[config.mk]
export PLATFORM = sky130hd
export DESIGN_NAME = atomreg_unit
export DESIGN_NICKNAME = d
export VERILOG_FILES = /design/src/rtl/atomreg_pkg.sv /design/src/rtl/atomreg_regif.sv /design/src/rtl/atomreg_watch.sv /design/src/rtl/atomreg_seq.sv /design/src/rtl/atomreg_unit.sv
export SDC_FILE = /design/constraint.sdc
export NUM_CORES = 1
export LEC_CHECK = 0
export BUFFER_PORTS_ARGS = -buffer_cell sky130_fd_sc_hd__buf_2
export CAP_MARGIN = 40
export CORE_AREA = 2 2 109 111
export DETAILED_ROUTE_END_ITERATION = 10
export DIE_AREA = 0 0 111 113
export PLACE_DENSITY_LB_ADDON = 0.05
export SYNTH_ARGS = -nofsm -noshare
export SYNTH_HDL_FRONTEND = slang
export SYNTH_SLANG_ARGS = --single-unit
[constraint.sdc]
create_clock -name clk -period 2.5 [get_ports clk]
set_input_delay 0.5 -clock clk [delete_from_list [all_inputs] [get_ports clk]]
set_output_delay 0.5 -clock clk [all_outputs]
set_load 0.01 [all_outputs]
[src/rtl/atomreg_pkg.sv]
package atomreg_pkg;
    localparam int OFS_ADDR = 0;
    localparam int OFS_DATA = 4;
    localparam int OFS_STAT = 8;
    localparam int NFLAG    = 4;
    localparam int F_SHARED = 0;
    localparam int F_LOCK   = 1;
    localparam int F_IRQ    = 2;
    localparam int F_ERR    = 3;

    typedef enum logic [1:0] {
        S_IDLE  = 2'd0,
        S_FETCH = 2'd1,
        S_STORE = 2'd2
    } seq_state_e;
endpackage

[src/rtl/atomreg_regif.sv]
module atomreg_regif
    import atomreg_pkg::*;
#(
    parameter int DW = 32,
    parameter int AW = 16,
    parameter int OW = 4
) (
    input  logic             reg_sel,
    input  logic             reg_wr,
    input  logic [OW-1:0]    reg_addr,
    input  logic             busy,
    input  logic [AW-1:0]    addr_q,
    input  logic [DW-1:0]    data_q,
    input  logic [NFLAG-1:0] flags,
    output logic             addr_go,
    output logic             data_go,
    output logic [DW-1:0]    reg_rdata
);
    localparam int SW = NFLAG + 1;

    logic wr_ok;

    always_comb begin
        wr_ok   = reg_sel && reg_wr && !busy;
        addr_go = wr_ok && (reg_addr == OW'(OFS_ADDR));
        data_go = wr_ok && (reg_addr == OW'(OFS_DATA));
        unique case (reg_addr)
            OW'(OFS_ADDR): reg_rdata = DW'(addr_q);
            OW'(OFS_DATA): reg_rdata = data_q;
            OW'(OFS_STAT): reg_rdata = DW'({busy, flags});
            default:       reg_rdata = '0;
        endcase
    end

    initial begin
        assert (DW >= AW && DW >= SW) else $error("register width too narrow");
    end
endmodule

[src/rtl/atomreg_watch.sv]
module atomreg_watch
    import atomreg_pkg::*;
#(
    parameter int AW = 16
) (
    input  logic             clk,
    input  logic             rst_n,
    input  logic             clr,
    input  logic             window,
    input  logic [AW-1:0]    held_addr,
    input  logic             snoop_valid,
    input  logic [AW-1:0]    snoop_addr,
    input  logic             bus_lock,
    input  logic             irq_pend,
    input  logic             err_evt,
    output logic [NFLAG-1:0] flags
);
    localparam logic [AW-1:0] LOW_MASK = AW'(3);

    typedef struct packed {
        logic [NFLAG-1:0] flags;
    } watch_t;

    watch_t           st_d, st_q;
    logic [NFLAG-1:0] ev;
    logic             same_word;

    always_comb begin
        same_word    = (snoop_addr | LOW_MASK) == (held_addr | LOW_MASK);
        ev           = '0;
        ev[F_SHARED] = window && snoop_valid && same_word;
        ev[F_LOCK]   = window && bus_lock;
        ev[F_IRQ]    = window && irq_pend;
        ev[F_ERR]    = err_evt;
        st_d         = st_q;
        if (clr) st_d.flags = '0;
        else     st_d.flags = st_q.flags | ev;
    end

    always_ff @(posedge clk or negedge rst_n) begin
        if (!rst_n) st_q <= '0;
        else        st_q <= st_d;
    end

    assign flags = st_q.flags;

    // lock and interrupt flags cannot rise outside the window
    p_lock_window_r5: assert property (@(posedge clk) disable iff (!rst_n)
        (!window && !clr && !flags[F_LOCK]) |=> !flags[F_LOCK]);
    p_irq_window_r6: assert property (@(posedge clk) disable iff (!rst_n)
        (!window && !clr && !flags[F_IRQ]) |=> !flags[F_IRQ]);
endmodule

[src/rtl/atomreg_seq.sv]
module atomreg_seq
    import atomreg_pkg::*;
#(
    parameter int AW = 16,
    parameter int DW = 32
) (
    input  logic          clk,
    input  logic          rst_n,
    input  logic          addr_go,
    input  logic          data_go,
    input  logic [DW-1:0] wdata,
    input  logic          flags_any,
    input  logic          mem_done,
    input  logic [DW-1:0] mem_rdata,
    input  logic          mem_err,
    output logic [AW-1:0] addr_q,
    output logic [DW-1:0] data_q,
    output logic          busy,
    output logic          armed,
    output logic          err_evt,
    output logic          mem_req,
    output logic          mem_we,
    output logic [AW-1:0] mem_addr,
    output logic [DW-1:0] mem_wdata
);
    typedef struct packed {
        seq_state_e    state;
        logic [AW-1:0] addr;
        logic [DW-1:0] data;
        logic          armed;
    } seq_t;

    seq_t st_d, st_q;

    always_comb begin
        st_d    = st_q;
        err_evt = mem_done && mem_err && (st_q.state != S_IDLE);
        unique case (st_q.state)
            S_IDLE: begin
                if (addr_go) begin
                    st_d.addr  = {wdata[AW-1:2], 2'b00};
                    st_d.state = S_FETCH;
                    st_d.armed = 1'b0;
                end else if (data_go && st_q.armed) begin
                    st_d.armed = 1'b0;
                    if (!flags_any) begin
                        st_d.data  = wdata;
                        st_d.state = S_STORE;
                    end
                end
            end
            S_FETCH: begin
                if (mem_done) begin
                    st_d.data  = mem_rdata;
                    st_d.armed = 1'b1;
                    st_d.state = S_IDLE;
                end
            end
            S_STORE: begin
                if (mem_done) st_d.state = S_IDLE;
            end
            default: st_d.state = S_IDLE;
        endcase
    end

    always_ff @(posedge clk or negedge rst_n) begin
        if (!rst_n) begin
            st_q <= '{state: S_IDLE, addr: '0, data: '0, armed: 1'b0};
        end else begin
            st_q <= st_d;
        end
    end

    assign addr_q    = st_q.addr;
    assign data_q    = st_q.data;
    assign armed     = st_q.armed;
    assign busy      = st_q.state != S_IDLE;
    assign mem_req   = st_q.state != S_IDLE;
    assign mem_we    = st_q.state == S_STORE;
    assign mem_addr  = st_q.addr;
    assign mem_wdata = st_q.data;

    // a request is held steady until the memory answers
    p_req_hold_r1: assert property (@(posedge clk) disable iff (!rst_n)
        (mem_req && !mem_done) |=> (mem_req && $stable(mem_addr) && $stable(mem_we)));
    // a store only starts when no watch flag is set
    p_store_clean_r8: assert property (@(posedge clk) disable iff (!rst_n)
        ($rose(mem_req) && mem_we) |-> !flags_any);
endmodule

[src/rtl/atomreg_unit.sv]
module atomreg_unit
    import atomreg_pkg::*;
#(
    parameter int DW = 32,
    parameter int AW = 16,
    parameter int OW = 4
) (
    input  logic          clk,
    input  logic          rst_n,
    input  logic          reg_sel,
    input  logic          reg_wr,
    input  logic [OW-1:0] reg_addr,
    input  logic [DW-1:0] reg_wdata,
    output logic [DW-1:0] reg_rdata,
    output logic          mem_req,
    output logic          mem_we,
    output logic [AW-1:0] mem_addr,
    output logic [DW-1:0] mem_wdata,
    input  logic          mem_done,
    input  logic [DW-1:0] mem_rdata,
    input  logic          mem_err,
    input  logic          snoop_valid,
    input  logic [AW-1:0] snoop_addr,
    input  logic          bus_lock,
    input  logic          irq_pend
);
    logic             addr_go, data_go, busy, armed, err_evt, window;
    logic [AW-1:0]    addr_q;
    logic [DW-1:0]    data_q;
    logic [NFLAG-1:0] flags;

    assign window = armed && !data_go;

    atomreg_regif #(.DW(DW), .AW(AW), .OW(OW)) u_regif (
        .reg_sel   (reg_sel),
        .reg_wr    (reg_wr),
        .reg_addr  (reg_addr),
        .busy      (busy),
        .addr_q    (addr_q),
        .data_q    (data_q),
        .flags     (flags),
        .addr_go   (addr_go),
        .data_go   (data_go),
        .reg_rdata (reg_rdata)
    );

    atomreg_seq #(.AW(AW), .DW(DW)) u_seq (
        .clk       (clk),
        .rst_n     (rst_n),
        .addr_go   (addr_go),
        .data_go   (data_go),
        .wdata     (reg_wdata),
        .flags_any (|flags),
        .mem_done  (mem_done),
        .mem_rdata (mem_rdata),
        .mem_err   (mem_err),
        .addr_q    (addr_q),
        .data_q    (data_q),
        .busy      (busy),
        .armed     (armed),
        .err_evt   (err_evt),
        .mem_req   (mem_req),
        .mem_we    (mem_we),
        .mem_addr  (mem_addr),
        .mem_wdata (mem_wdata)
    );

    atomreg_watch #(.AW(AW)) u_watch (
        .clk         (clk),
        .rst_n       (rst_n),
        .clr         (addr_go),
        .window      (window),
        .held_addr   (addr_q),
        .snoop_valid (snoop_valid),
        .snoop_addr  (snoop_addr),
        .bus_lock    (bus_lock),
        .irq_pend    (irq_pend),
        .err_evt     (err_evt),
        .flags       (flags)
    );

    // an accepted address write leaves all watch flags clear
    p_addr_clears_r2: assert property (@(posedge clk) disable iff (!rst_n)
        (reg_sel && reg_wr && reg_addr == OW'(OFS_ADDR) && !busy) |=> (flags == '0));
    // a data write with nothing fetched starts no transfer
    p_idle_ignore_r9: assert property (@(posedge clk) disable iff (!rst_n)
        (reg_sel && reg_wr && reg_addr == OW'(OFS_DATA) && !busy && !armed) |=> !mem_req);
    // every memory address is word aligned
    p_aligned_r3: assert property (@(posedge clk) disable iff (!rst_n)
        mem_req |-> (mem_addr[1:0] == 2'b00));
endmodule

== Word level (Yosys, flattened, before mapping) ==
Cells that the tools add are included.

* $add $sub $neg: 0
* Reduce and logical (&&, ||, !) cells: 24
* Bitwise operators: 1
* Muxes and demuxes: 13
* $lt $le $gt $ge: 0
* $mul: 0
* Div/mod/pow operators: 0
* Shift-type cells: 0
* Equal/unequal tests: 12

{| class="wikitable"
|+ Operators with widths
! operator !! count
|-
| $pmux 32 s3 || 1
|-
| $mux 33 || 2
|-
| $pmux 33 s2 || 1
|-
| $mux 32 || 2
|-
| $eq 14x14->1 || 1
|-
| $logic_and 1x1->1 || 12
|-
| $mux 2 || 4
|-
| $ne 2x2->1 const B || 3
|-
| $reduce_and 3->1 || 2
|-
| $reduce_and 5->1 || 1
|-
| $eq 4x3->1 const B || 1
|-
| $eq 4x4->1 const B || 1
|-
| $logic_not 4->1 || 1
|-
| $mux 4 || 1
|-
| $ne 2x1->1 const B || 2
|-
| $or 4x4->4 || 1
|-
| $pmux 2 s2 || 1
|-
| $reduce_bool 2->1 || 2
|-
| $reduce_or 4->1 || 1
|-
| $ne 3x2->1 const B || 1
|-
| $ne 3x3->1 const B || 1
|-
| $eq 2x1->1 const B || 1
|-
| $eq 2x2->1 const B || 1
|-
| $logic_not 1->1 || 2
|-
| other kinds (4) || 4
|}

* Flip-flop bits (word level): 53
* Memories kept: 0
* Latch bits: 0
* Memory bits (read-only): 0
* Output and inout bits: 82
* Bits in writable memories: 0
* Word-level logic and storage cells: 55

== Depth between registers and ports, before layout ==
Gate-level depths: netlist (run 1).

* Depth in word-level cells: 10
* Mapped depth: 8

== By module ==
Synthesis (run 1) repeated with hierarchy kept, for this count alone.

* Cells, all modules: 353
* Area total of the unflattened synthesis: 3958.8 um^2

{| class="wikitable"
|+ Modules (own cells, without submodules)
! module !! cells each !! seq. area each (um^2) !! instances !! area each (um^2)
|-
| atomreg_seq || 257 || 1226.2 || 1 || 3198.1
|-
| atomreg_regif || 62 || 0.0 || 1 || 449.2
|-
| atomreg_watch || 32 || 100.1 || 1 || 297.8
|-
| atomreg_unit || 2 || 0.0 || 1 || 13.8
|}

== Worst setup path before layout (run 1) ==
Ideal clock, no wire load.

* Path kind: input to output
* Start: in reg_addr[3]
* End: out reg_rdata[10]
* Data arrival time: 1.479 ns
* Path buffers: 1
* Stages on the path: 3
* Required time: 2.000 ns
* Path slack: 0.521 ns
* Path through: nor4_2 clkbuf_1 a22o_1

* Longest elaborated chain between the ends: 2
* Elaborated cells between the ends (all ways): 4

{| class="wikitable"
|+ Ends and longest elaborated chain
! element !! RTL line !! text
|-
| from (decl) || atomreg_unit.sv:12 || <nowiki>input logic [OW-1:0] reg_addr,</nowiki>
|-
| $eq 4x4->1 (tied with other cells) || atomreg_regif.sv:27 || <nowiki>unique case (reg_addr)</nowiki>
|-
| $pmux 32 s3 * || atomreg_regif.sv:27 ||
|-
| to (decl) || atomreg_unit.sv:14 || <nowiki>output logic [DW-1:0] reg_rdata,</nowiki>
|}

Every way passes the cells marked *; elsewhere a longest branch is shown, timed or not.

== Worst setup path after layout (run 1) ==
* Start: in reg_addr[3]
* End: out reg_rdata[3]

The elaborated chain is that of the path after synthesis.

==> results of run 1 <==
[through the flow]
stage / setup WS, ps / total power, W / hold WS (ps)
global route: 180.5 / 0.003978 / 270.4
global placement: 247.2 / 0.003039 / 496.0
CTS: 247.3 / 0.003776 / 258.8
floorplan: 520.9 / 0.002813 / 204.4
detailed placement: 241.1 / 0.003063 / 487.6
finish: 271.1 / 0.003710 / 220.0
[registers in the layout, indices dropped and copies added, names as in the netlist]
name	flops
u_seq.addr_q	14
u_seq.armed	1
u_seq.data_q	32
u_seq.st_q	2
u_watch.flags	4
[layer usage]
metal,share of wire,GRT usage
met3,0.060,0.03374
met2,0.51,0.2609
met4,0.0098,0.02917
met1,0.42,0.1845
met5,0,0
[layout make-up]
type                       instances  share of cell area
tap                              143             0.04262
clock buffer                       7             0.03398
inverter                           5            0.004471
multi-input combinational        197              0.3729
sequential                        53              0.3159
timing repair buffer             182              0.2301
[synthesized netlist by cell type (all sizes together) (2+ instances only)]
library cell / number / area share
mux2: 64 / 0.22
buf: 53 / 0.12
dfrtp: 53 / 0.40
nand2: 49 / 0.055
and2: 18 / 0.034
xnor2: 14 / 0.037
a22o: 13 / 0.034
clkbuf: 9 / 0.010
inv: 5 / 0.0056
nor2: 5 / 0.0079
a21oi: 4 / 0.0060
ha: 3 / 0.011
nand4: 3 / 0.0056
o21ai: 3 / 0.0045
a222oi: 2 / 0.0060
nand3: 2 / 0.0030
nor4: 2 / 0.0056
nor4b: 2 / 0.0098
[power groups by stage]
stage	logic (W)	registers, W	clock network [W]
after floorplan	0.00138	0.00144	0
after global placement	0.00151	0.00153	0
after detailed placement	0.00153	0.00154	0
after CTS	0.00153	0.00152	0.000727
after global routing	0.00164	0.00158	0.000762
final	0.00150	0.00151	0.000703
[worst paths after layout]
path | slack [ps] | endpoint | cells past startpoint | startpoint
min in group clk | 410 | u_seq.addr_q[6] | 3 | reg_wdata[6]
hold reg to reg | 500 | u_seq.data_q[25] | 1 | u_seq.data_q[25]
hold / removal | 220 | u_seq.data_q[5] | 1 | rst_n
max in group asynchronous | 1680 | u_seq.data_q[29] | 2 | rst_n
setup / recovery | 270 | reg_rdata[3] | 6 | reg_addr[3]
setup reg to reg | 560 | u_seq.data_q[6] | 7 | u_seq.st_q[49]
[logic make-up after synthesis]
family	count (synthesis)	share of synthesized area
AO/OA/AOI/OAI	27	0.06494
multiplexers	65	0.2192
XOR/XNOR	14	0.03679
adder cells (fa/ha/maj)	3	0.01126
flip-flops	53	0.3979
other	1	0.001125
buffers and inverters	67	0.1370
AND/OR/NAND/NOR	86	0.1318
==> metrics.txt, run 1 <==
# TYPE chip_impl_metric gauge
chip_impl_metric{name="final_cell_count_without_fillers",unit=""} 587
chip_impl_metric{name="power.share.combinational",unit=""} 0.403
chip_impl_metric{name="route.detailed.vias_per_inst",unit=""} 4.569
chip_impl_metric{name="mean_cell_area_of_the_mapped_netlist",unit="µm²"} 10.55
chip_impl_metric{name="count_of_state_elements_after_synthesis",unit=""} 53
chip_impl_metric{name="finalClockSkew",unit="ps"} 5.352
chip_impl_metric{name="drt_iter0_markers",unit=""} 65
chip_impl_metric{name="clockPowerShare",unit=""} 0.189
chip_impl_info{name="postSynth.topFlopCell",value="dfrtp_1"} 1
chip_impl_info{name="clock-root-buffer",value="clkbuf_16"} 1
chip_impl_metric{name="timing_hold_violations_final",unit=""} 0
chip_impl_info{name="commonest_cells_after_routing_fill_and_taps_aside",value="buf_2 (170), mux2_2 (58), dfrtp_1 (53), nand2_1 (49), and2_1 (18)"} 1
chip_impl_metric{name="ys_async_sr_fraction",unit=""} 1.000
chip_impl_metric{name="power.switching_fraction",unit=""} 0.3505
chip_impl_metric{name="timing.final.setup_violations",unit=""} 0
chip_impl_metric{name="dpl.hpwl",unit="µm"} 7231
chip_impl_metric{name="timing_worst_slew_pin_value",unit="ps"} 638.1
chip_impl_metric{name="yosys_warnings",unit=""} 0
chip_impl_metric{name="ir_worst_vdd",unit="µV"} 318.1
chip_impl_metric{name="first_pass_grt_wire_length",unit="µm"} 14520
chip_impl_metric{name="cp_num_buf_inv",unit=""} 4
chip_impl_metric{name="cts_resized",unit=""} 0
chip_impl_metric{name="final_nets",unit=""} 540
chip_impl_metric{name="drv.max_cap_violation_count",unit=""} 0
chip_impl_info{name="run_status",value="completed"} 1
chip_impl_info{name="cp_slowest_cell",value="nor4b_4"} 1
chip_impl_metric{name="syn_area",unit="µm²"} 3333
chip_impl_metric{name="slew_violations",unit=""} 0
chip_impl_metric{name="core_area",unit="µm²"} 11270
chip_impl_metric{name="portBuffers",unit=""} 170
chip_impl_metric{name="grt_antenna_before_repair",unit=""} 0
chip_impl_metric{name="place_area",unit="µm²"} 4055
chip_impl_metric{name="antennaDiodeCount",unit=""} 0
chip_impl_metric{name="dp.cells",unit=""} 580
chip_impl_metric{name="power.leakage",unit="nW"} 2.137
chip_impl_metric{name="synthToLayoutAreaGrowth",unit="%"} 25.94
chip_impl_metric{name="wl_per_cell",unit="µm"} 16.10
chip_impl_metric{name="worst_skew_pair.late_latency",unit="ps"} 290
chip_impl_metric{name="layout.filler_cells",unit=""} 1165
chip_impl_metric{name="sequential_element_share_of_the_synthesized_area",unit=""} 0.3979
chip_impl_metric{name="slowest_delay",unit="ps"} 370
chip_impl_metric{name="cts_sinks",unit=""} 53
chip_impl_metric{name="synth_cell_type_count",unit=""} 36
chip_impl_metric{name="cts.repair_timing.setup_buffer_count",unit=""} 0
chip_impl_info{name="crit_chain",value="buf_2 -> nor4b_4 -> buf_4 -> a222oi_1 -> inv_1 -> buf_2"} 1
chip_impl_metric{name="fmax",unit="MHz"} 448.7
chip_impl_metric{name="clock_tree.buffer_depth",unit=""} 2
chip_impl_metric{name="die-area",unit="µm²"} 12540
chip_impl_metric{name="worstPathMaxFanout",unit=""} 24
chip_impl_metric{name="number_of_cell_rows",unit=""} 39
chip_impl_metric{name="utilization",unit=""} 0.3724
chip_impl_metric{name="gr-usage-all-layers",unit=""} 0.1470
chip_impl_metric{name="netlist_instances",unit=""} 316
chip_impl_metric{name="power.sequential.fraction",unit=""} 0.408
chip_impl_info{name="cp-end-kind",value="output port"} 1
chip_impl_metric{name="vertical_die_dimension",unit="µm"} 113
chip_impl_metric{name="critical_path_arrival",unit="ps"} 1730
chip_impl_info{name="timing.setup.critical_path_class",value="in -> out"} 1
chip_impl_metric{name="final.min_clock_period",unit="ps"} 2229
chip_impl_metric{name="pin_count",unit=""} 175
chip_impl_metric{name="seq_area",unit="µm²"} 1326
chip_impl_info{name="type_of_origin_of_the_critical_path",value="input port"} 1
chip_impl_info{name="cts_tree",value="done"} 1
chip_impl_info{name="worst_hold_path_type",value="in -> async"} 1
chip_impl_metric{name="total_area_of_multi_input_combinational_cells",unit="µm²"} 1565
chip_impl_metric{name="route.antenna.remaining_nets",unit=""} 0
chip_impl_metric{name="gpl.final_weighted_congestion",unit=""} 0.7467
chip_impl_metric{name="initial_utilization",unit=""} 0.2957
chip_impl_metric{name="relSlewSlack",unit=""} 0.5746
chip_impl_metric{name="timing.final.crit_share",unit=""} 0.8916
chip_impl_metric{name="postRouteWirelength",unit="µm"} 9449
chip_impl_metric{name="p_sw",unit="W"} 0.001300
chip_impl_metric{name="cts-buffers-inserted",unit=""} 5
chip_impl_info{name="cpMostUsedCell",value="buf_2"} 1
chip_impl_info{name="rsz0062_at_grt",value="no"} 1
chip_impl_metric{name="number_of_synthesized_flops_with_an_enable_pin",unit=""} 0
chip_impl_metric{name="drive_above_1_share",unit=""} 0.5676
chip_impl_metric{name="grt_max_degree",unit=""} 29
chip_impl_metric{name="worstPathRequired",unit="ps"} 2000
chip_impl_metric{name="p_int",unit="W"} 0.002410
chip_impl_metric{name="cell_area_after_layout",unit="µm²"} 4198
chip_impl_metric{name="number_of_global_route_vias_before_repair",unit=""} 2712
chip_impl_info{name="worst_path_dominant_cell_family",value="buffers and inverters"} 1
chip_impl_metric{name="die_w",unit="µm"} 111
chip_impl_metric{name="global_route.overflow_total",unit=""} 0
chip_impl_metric{name="setup-tns-final",unit="ps"} 0
chip_impl_metric{name="drc_errors",unit=""} 0
chip_impl_metric{name="vias",unit=""} 2682
chip_impl_metric{name="power.density_cell_area",unit="nW/µm²"} 883.7
chip_impl_metric{name="clk_pin_slew",unit="ps"} 70
chip_impl_metric{name="detail_route.first_pass.iterations",unit=""} 4
chip_impl_metric{name="clock_tree.htree_level_count",unit=""} 2
chip_impl_info{name="mostFrequentLayoutCell",value="buf_2"} 1
chip_impl_metric{name="post_cts_hold_buffer_count",unit=""} 0
Note: power is estimated with default switching activity, not from simulation.
==> run 2: changes to the inputs <==
- REMOVE_ABC_BUFFERS: unset -> 1
==> run 2 against run 1 <==
Net effect:
- count of clock-buffer cells in the layout is the same
- sequential share of layout area shrank 0.26 points
- via count grew 0.89%
- clock skew shrank 2.2 ps
- critical endpoint unchanged
- hold slack lost 130 ps
- flip-flop and latch count is the same
- routed wire length shrank 0.88%
- non-clock buffer count grew 1
- cell count grew 0.34%
- global-route usage grew 0.24 points
- power grew 0.78%
- combinational power is essentially flat
==> metrics.txt, run 2 (synthesis results as in run 1) <==
# TYPE chip_impl_metric gauge
chip_impl_info{name="run_status",value="completed"} 1
chip_impl_metric{name="vias",unit=""} 2706
chip_impl_info{name="crit_path_end",value="reg_rdata[3]"} 1
chip_impl_metric{name="layout_setup_ws",unit="ps"} 373.4
chip_impl_info{name="r2r-end",value="u_seq.data_q[6]"} 1
chip_impl_metric{name="report.power.total",unit="W"} 0.003739
chip_impl_metric{name="clock_tree.htree_level_count",unit=""} 2
chip_impl_metric{name="wl_per_cell",unit="µm"} 15.90
chip_impl_metric{name="global_route.overflow_total",unit=""} 0
chip_impl_metric{name="vertical_die_dimension",unit="µm"} 113
chip_impl_metric{name="post-place-ws",unit="ps"} 352.9
chip_impl_metric{name="antennaDiodeCount",unit=""} 0
chip_impl_metric{name="wl_met1",unit="µm"} 4221
chip_impl_metric{name="worst_skew_pair.late_latency",unit="ps"} 290
chip_impl_metric{name="dpl.hpwl",unit="µm"} 7126
chip_impl_metric{name="power.leakage",unit="nW"} 2.153
chip_impl_metric{name="clk_pin_slew",unit="ps"} 70
chip_impl_info{name="rsz0062_at_grt",value="no"} 1
chip_impl_metric{name="initial_utilization",unit=""} 0.2957
chip_impl_metric{name="fmax",unit="MHz"} 470.2
chip_impl_info{name="crit_chain",value="buf_2 -> nor4b_4 -> buf_12 -> a222oi_1 -> inv_1 -> buf_2"} 1
chip_impl_metric{name="number_of_cell_rows",unit=""} 39
chip_impl_metric{name="timing_hold_violations_final",unit=""} 0
chip_impl_metric{name="wl_met3",unit="µm"} 528
chip_impl_metric{name="timing.final.crit_share",unit=""} 0.8506
chip_impl_info{name="cpMostUsedCell",value="buf_2"} 1
chip_impl_metric{name="final_nets",unit=""} 541
chip_impl_metric{name="cts_sinks",unit=""} 53
chip_impl_info{name="worst_setup_path_startpoint",value="reg_addr[3]"} 1
chip_impl_metric{name="detail_route.first_pass.iterations",unit=""} 4
chip_impl_metric{name="post_cts_hold_buffer_count",unit=""} 0
chip_impl_info{name="clock-root-buffer",value="clkbuf_16"} 1
chip_impl_metric{name="flip_flop_count_of_the_largest_register_all_copies_and_words_added",unit=""} 32
chip_impl_metric{name="core_area",unit="µm²"} 11270
chip_impl_metric{name="route.detailed.vias_per_inst",unit=""} 4.594
chip_impl_metric{name="slew_violations",unit=""} 0
chip_impl_metric{name="route.antenna.remaining_nets",unit=""} 0
chip_impl_metric{name="slowest_delay",unit="ps"} 390
chip_impl_metric{name="first_pass_grt_wire_length",unit="µm"} 14840
chip_impl_metric{name="cts.repair_timing.setup_buffer_count",unit=""} 0
chip_impl_metric{name="finalClockSkew",unit="ps"} 3.136
chip_impl_metric{name="pin_count",unit=""} 175
chip_impl_info{name="reg2reg_from",value="u_seq.st_q[50]"} 1
chip_impl_metric{name="drt_iter0_markers",unit=""} 74
chip_impl_info{name="mostFrequentLayoutCell",value="buf_2"} 1
chip_impl_info{name="commonest_cells_after_routing_fill_and_taps_aside",value="buf_2 (170), mux2_2 (58), dfrtp_1 (53), nand2_1 (49), and2_1 (18)"} 1
chip_impl_metric{name="drv.max_cap_violation_count",unit=""} 0
chip_impl_metric{name="die_w",unit="µm"} 111
chip_impl_metric{name="wl_met2",unit="µm"} 4541
chip_impl_metric{name="layout.filler_cells",unit=""} 1168
chip_impl_metric{name="r2r_slack",unit="ps"} 530
chip_impl_metric{name="ir_worst_vdd",unit="µV"} 348.6
chip_impl_metric{name="worstPathMaxFanout",unit=""} 34
chip_impl_info{name="cts_tree",value="done"} 1
chip_impl_metric{name="drive_above_1_share",unit=""} 0.5717
chip_impl_metric{name="timing.final.setup_violations",unit=""} 0
chip_impl_metric{name="clock_tree.buffer_depth",unit=""} 2
chip_impl_metric{name="die-area",unit="µm²"} 12540
chip_impl_metric{name="drc_errors",unit=""} 0
chip_impl_info{name="cp_slowest_cell",value="nor4b_4"} 1
chip_impl_metric{name="critical_path_arrival",unit="ps"} 1630
chip_impl_metric{name="worstPathRequired",unit="ps"} 2000
chip_impl_metric{name="rr_worst_depth",unit=""} 6
chip_impl_info{name="timing.setup.critical_path_class",value="in -> out"} 1
chip_impl_metric{name="number_of_global_route_vias_before_repair",unit=""} 2701
chip_impl_info{name="type_of_origin_of_the_critical_path",value="input port"} 1
chip_impl_metric{name="grt_antenna_before_repair",unit=""} 0
chip_impl_metric{name="postRouteWirelength",unit="µm"} 9366
chip_impl_info{name="routed.top_layer",value="met4"} 1
chip_impl_info{name="worst_hold_path_type",value="in -> async"} 1
chip_impl_info{name="cp-end-kind",value="output port"} 1
chip_impl_metric{name="gr-usage-all-layers",unit=""} 0.1495
chip_impl_metric{name="synthToLayoutAreaGrowth",unit="%"} 26.99
chip_impl_metric{name="grt_max_degree",unit=""} 35
chip_impl_metric{name="cts_resized",unit=""} 0
chip_impl_metric{name="final.min_clock_period",unit="ps"} 2127
chip_impl_metric{name="setup-tns-final",unit="ps"} 0
chip_impl_metric{name="portBuffers",unit=""} 170
chip_impl_metric{name="cts-buffers-inserted",unit=""} 5
chip_impl_metric{name="power.density_cell_area",unit="nW/µm²"} 883.2
chip_impl_metric{name="gpl.final_weighted_congestion",unit=""} 0.7435
==> run 2: changes by cell type in the layout (fill, tap and decap cells not counted), sizes merged <==
cell,change
clkinv,+1
buf,+1
==> run 2: per-stage QoR <==
stage | util | cells | hold slack (ps) | instance area [µm²]
after detailed placement | 0.3615 | 581 | 407.7 | 4075
after floorplan | - | 255 | 204.4 | 2899
final | 0.3755 | 589 | 90.51 | 4233
after global routing | 0.3755 | 589 | 102.1 | 4233
after CTS | 0.3755 | 589 | 92.34 | 4233
after global placement | 0.3615 | 581 | 409.1 | 4075
==> run 2: routing by layer <==
| layer | up-vias | track usage |
|---|---|---|
| met5 | - | 0 |
| met4 | 0 | 0.03500 |
| met3 | 7 | 0.03696 |
| met2 | 87 | 0.2474 |
| met1 | 1325 | 0.1983 |
| li1 | 1287 | - |
==> run 2: worst min-delay path by stage <==
| stage | from | endpoint | slack (ps) | depth (start not counted) |
|---|---|---|---|---|
| final | rst_n | u_seq.data_q[10] | 90 | 1 |
| after global routing | rst_n | u_seq.data_q[2] | 100 | 1 |
| after CTS | rst_n | u_seq.data_q[10] | 90 | 1 |
| after detailed placement | rst_n | u_seq.data_q[10] | 410 | 1 |
| after global placement | rst_n | u_seq.data_q[10] | 410 | 1 |
| after floorplan | rst_n | u_seq.addr_q[10] | 200 | 0 |
==> run 2: cell type report <==
type                       count  area, µm²  area share
clock buffer                   7      152.6     0.03606
timing repair buffer         183      985.9      0.2329
multi-input combinational    197       1565      0.3698
tap                          143      178.9     0.04227
inverter                       5      18.77    0.004434
clock inverter                 1      5.005    0.001182
sequential                    53       1326      0.3133
==> run 2: report_power, final <==
| part | switching, W | internal (W) |
|---|---|---|
| sequential | 0.000292 | 0.00122 |
| combinational | 0.000686 | 0.000804 |
| clock | 0.000314 | 0.000425 |
==> run 2: critical path, delay by kind of cell <==
| family | cells | cell delay [ps] |
|---|---|---|
| and+or+nand+nor | 1 | 390 |
| buffers and inverters | 4 | 580 |
| AOI/OAI and AO/OA | 1 | 130 |
==> run 3: changes to the inputs <==
- BUFFER_PORTS_ARGS: -buffer_cell sky130_fd_sc_hd__buf_2 -> unset
- DONT_BUFFER_PORTS: unset -> 1
- GPL_ROUTABILITY_DRIVEN: unset -> 1
- PLACE_DENSITY_LB_ADDON: 0.05 -> unset
==> run 3 against run 2 <==
Net effect:
- maximum frequency increased by 6.7%
- clock power increased by 9.9%
- clock skew increased by 1.2 ps
- register-to-register slack improved by 50 ps
- critical endpoint is now reg_rdata[4]
- cell area decreased by 20%
==> metrics.txt, run 3 (synthesis results as in run 1) <==
# TYPE chip_impl_metric gauge
chip_impl_info{name="cp_slowest_cell",value="dfrtp_1"} 1
chip_impl_metric{name="report.power.total",unit="W"} 0.003421
chip_impl_metric{name="worstPathMaxFanout",unit=""} 5
chip_impl_info{name="worst_setup_path_startpoint",value="u_seq.st_q[50]"} 1
chip_impl_info{name="r2r-end",value="u_seq.data_q[30]"} 1
chip_impl_metric{name="critical_path_arrival",unit="ps"} 1490
chip_impl_metric{name="final_nets",unit=""} 370
chip_impl_info{name="mostFrequentLayoutCell",value="mux2_2"} 1
chip_impl_metric{name="number_of_cell_rows",unit=""} 39
chip_impl_metric{name="portBuffers",unit=""} 0
chip_impl_metric{name="grt_antenna_before_repair",unit=""} 0
chip_impl_metric{name="clock_tree.buffer_depth",unit=""} 2
chip_impl_metric{name="timing.final.crit_share",unit=""} 0.7969
chip_impl_metric{name="pin_count",unit=""} 175
chip_impl_metric{name="rr_worst_depth",unit=""} 7
chip_impl_metric{name="number_of_global_route_vias_before_repair",unit=""} 2207
chip_impl_metric{name="cts-buffers-inserted",unit=""} 5
chip_impl_metric{name="final.min_clock_period",unit="ps"} 1992
chip_impl_metric{name="finalClockSkew",unit="ps"} 4.382
chip_impl_metric{name="wl_per_cell",unit="µm"} 19.18
chip_impl_metric{name="first_pass_grt_wire_length",unit="µm"} 12210
chip_impl_metric{name="timing.critical_path.depth",unit=""} 5
chip_impl_metric{name="slowest_delay",unit="ps"} 380
chip_impl_metric{name="slew_violations",unit=""} 0
chip_impl_info{name="commonest_cells_after_routing_fill_and_taps_aside",value="mux2_2 (58), dfrtp_1 (53), nand2_1 (49), and2_1 (18), xnor2_1 (14)"} 1
chip_impl_metric{name="ir_worst_vdd",unit="µV"} 403.3
chip_impl_metric{name="timing.final.setup_violations",unit=""} 0
chip_impl_info{name="rsz0062_at_grt",value="no"} 1
chip_impl_metric{name="cp_num_buf_inv",unit=""} 2
chip_impl_metric{name="clock_tree.htree_level_count",unit=""} 2
chip_impl_metric{name="cell_area_after_layout",unit="µm²"} 3385
chip_impl_info{name="crit_path_end",value="reg_rdata[4]"} 1
chip_impl_metric{name="gpl.final_weighted_congestion",unit=""} 0.8000
chip_impl_metric{name="die_w",unit="µm"} 111
chip_impl_metric{name="grt_max_degree",unit=""} 54
chip_impl_metric{name="drc_errors",unit=""} 0
chip_impl_metric{name="cts_resized",unit=""} 0
chip_impl_metric{name="vertical_die_dimension",unit="µm"} 113
chip_impl_metric{name="drive_above_1_share",unit=""} 0.3018
chip_impl_info{name="type_of_origin_of_the_critical_path",value="flip-flop"} 1
chip_impl_info{name="crit_chain",value="inv_1 -> ha_1 -> inv_1 -> a22oi_1 -> nand2_1"} 1
chip_impl_metric{name="cts_sinks",unit=""} 53
chip_impl_metric{name="antennaDiodeCount",unit=""} 0
chip_impl_metric{name="timing_hold_violations_final",unit=""} 0
chip_impl_metric{name="route.detailed.vias_per_inst",unit=""} 5.065
chip_impl_info{name="run_status",value="completed"} 1
chip_impl_metric{name="dpl.hpwl",unit="µm"} 6123
chip_impl_metric{name="place_area",unit="µm²"} 3184
chip_impl_info{name="cts_tree",value="done"} 1
chip_impl_metric{name="global_route.overflow_total",unit=""} 0
chip_impl_metric{name="power.leakage",unit="nW"} 1.414
chip_impl_metric{name="worstPathRequired",unit="ps"} 2000
chip_impl_metric{name="route.antenna.remaining_nets",unit=""} 0
chip_impl_metric{name="core_area",unit="µm²"} 11270
chip_impl_metric{name="r2r_slack",unit="ps"} 580
chip_impl_metric{name="vias",unit=""} 2117
chip_impl_metric{name="clk_pin_slew",unit="ps"} 70
chip_impl_info{name="worst_path_dominant_cell_family",value="flip-flops"} 1
chip_impl_metric{name="initial_utilization",unit=""} 0.2957
chip_impl_info{name="clock-root-buffer",value="clkbuf_16"} 1
chip_impl_metric{name="worst_skew_pair.late_latency",unit="ps"} 290
chip_impl_metric{name="synthToLayoutAreaGrowth",unit="%"} 1.539
chip_impl_info{name="cp-end-kind",value="output port"} 1
chip_impl_metric{name="gr-usage-all-layers",unit=""} 0.1245
chip_impl_info{name="worst_hold_path_type",value="in -> async"} 1
chip_impl_metric{name="flip_flop_count_of_the_largest_register_all_copies_and_words_added",unit=""} 32
chip_impl_metric{name="drv.max_cap_violation_count",unit=""} 0
chip_impl_metric{name="fmax",unit="MHz"} 502.0
chip_impl_metric{name="power.density_cell_area",unit="nW/µm²"} 1011
chip_impl_info{name="cpMostUsedCell",value="inv_1"} 1
chip_impl_metric{name="postRouteWirelength",unit="µm"} 8019
chip_impl_metric{name="detail_route.first_pass.iterations",unit=""} 4
chip_impl_metric{name="drt_iter0_markers",unit=""} 80
chip_impl_info{name="reg2reg_from",value="u_seq.st_q[49]"} 1
chip_impl_metric{name="die-area",unit="µm²"} 12540
chip_impl_info{name="timing.setup.critical_path_class",value="reg -> out"} 1
run 3: cell types whose count changed in the layout (fill, tap and decap cells not counted):
| cell | previous run | this run |
|---|---|---|
| clkbuf_1 | 0 | 1 |
| buf_2 | 170 | 0 |
| bufinv_16 | 0 | 1 |
| buf_12 | 3 | 1 |
| clkbuf_8 | 2 | 1 |
| clkinv_2 | 1 | 0 |
| buf_16 | 0 | 1 |
run 3: metal layers:
layer  vias up  track usage  wire length, µm
li1        948            -                -
met1      1046       0.1469             3181
met2       116       0.2217             4112
met3         7      0.04231              663
met4         0      0.02500               62
met5         -            0                0
run 3: through the flow:
stage,hold WS [ps],setup TNS (ps),std cells,utilization,setup WS [ps]
after global placement,206.7,0,409,0.2825,498.3
after global routing,76.27,0,418,0.3003,385.4
after CTS,69.19,0,418,0.3003,503.0
final,68.38,0,418,0.3003,507.8
after detailed placement,206.3,0,409,0.2825,455.9
after floorplan,204.4,-7660,255,-,-243.8
run 3: repair_timing:
item,in CTS,in global routing
endpoints found under the hold margin,53,0
buffers inserted,0,0
hold buffers,1,0
run 3: how the worst min path moves through the flow:
stage | end | slack (ps) | cells past startpoint
after floorplan | u_seq.addr_q[10] | 200 | 0
after global placement | u_watch.flags[3] | 210 | 0
after detailed placement | u_seq.data_q[3] | 210 | 0
after CTS | u_seq.data_q[3] | 70 | 1
after global routing | u_seq.st_q[49] | 80 | 1
final | u_seq.data_q[3] | 70 | 1
run 3: cell type report:
| cell class | count | area (µm²) |
|---|---|---|
| clock buffer | 7 | 142.6 |
| clock inverter | 1 | 30.03 |
| fill | 1172 | 7888 |
| inverter | 5 | 18.77 |
| multi-input combinational | 197 | 1565 |
| sequential | 53 | 1326 |
| tap | 143 | 178.9 |
| timing repair buffer | 12 | 122.6 |
run 3: where the power goes:
part / total (W) / switching [W] / internal (W)
clock: 0.000812 / 0.000311 / 0.000501
sequential: 0.00172 / 0.000506 / 0.00121
combinational: 0.000888 / 0.000381 / 0.000507
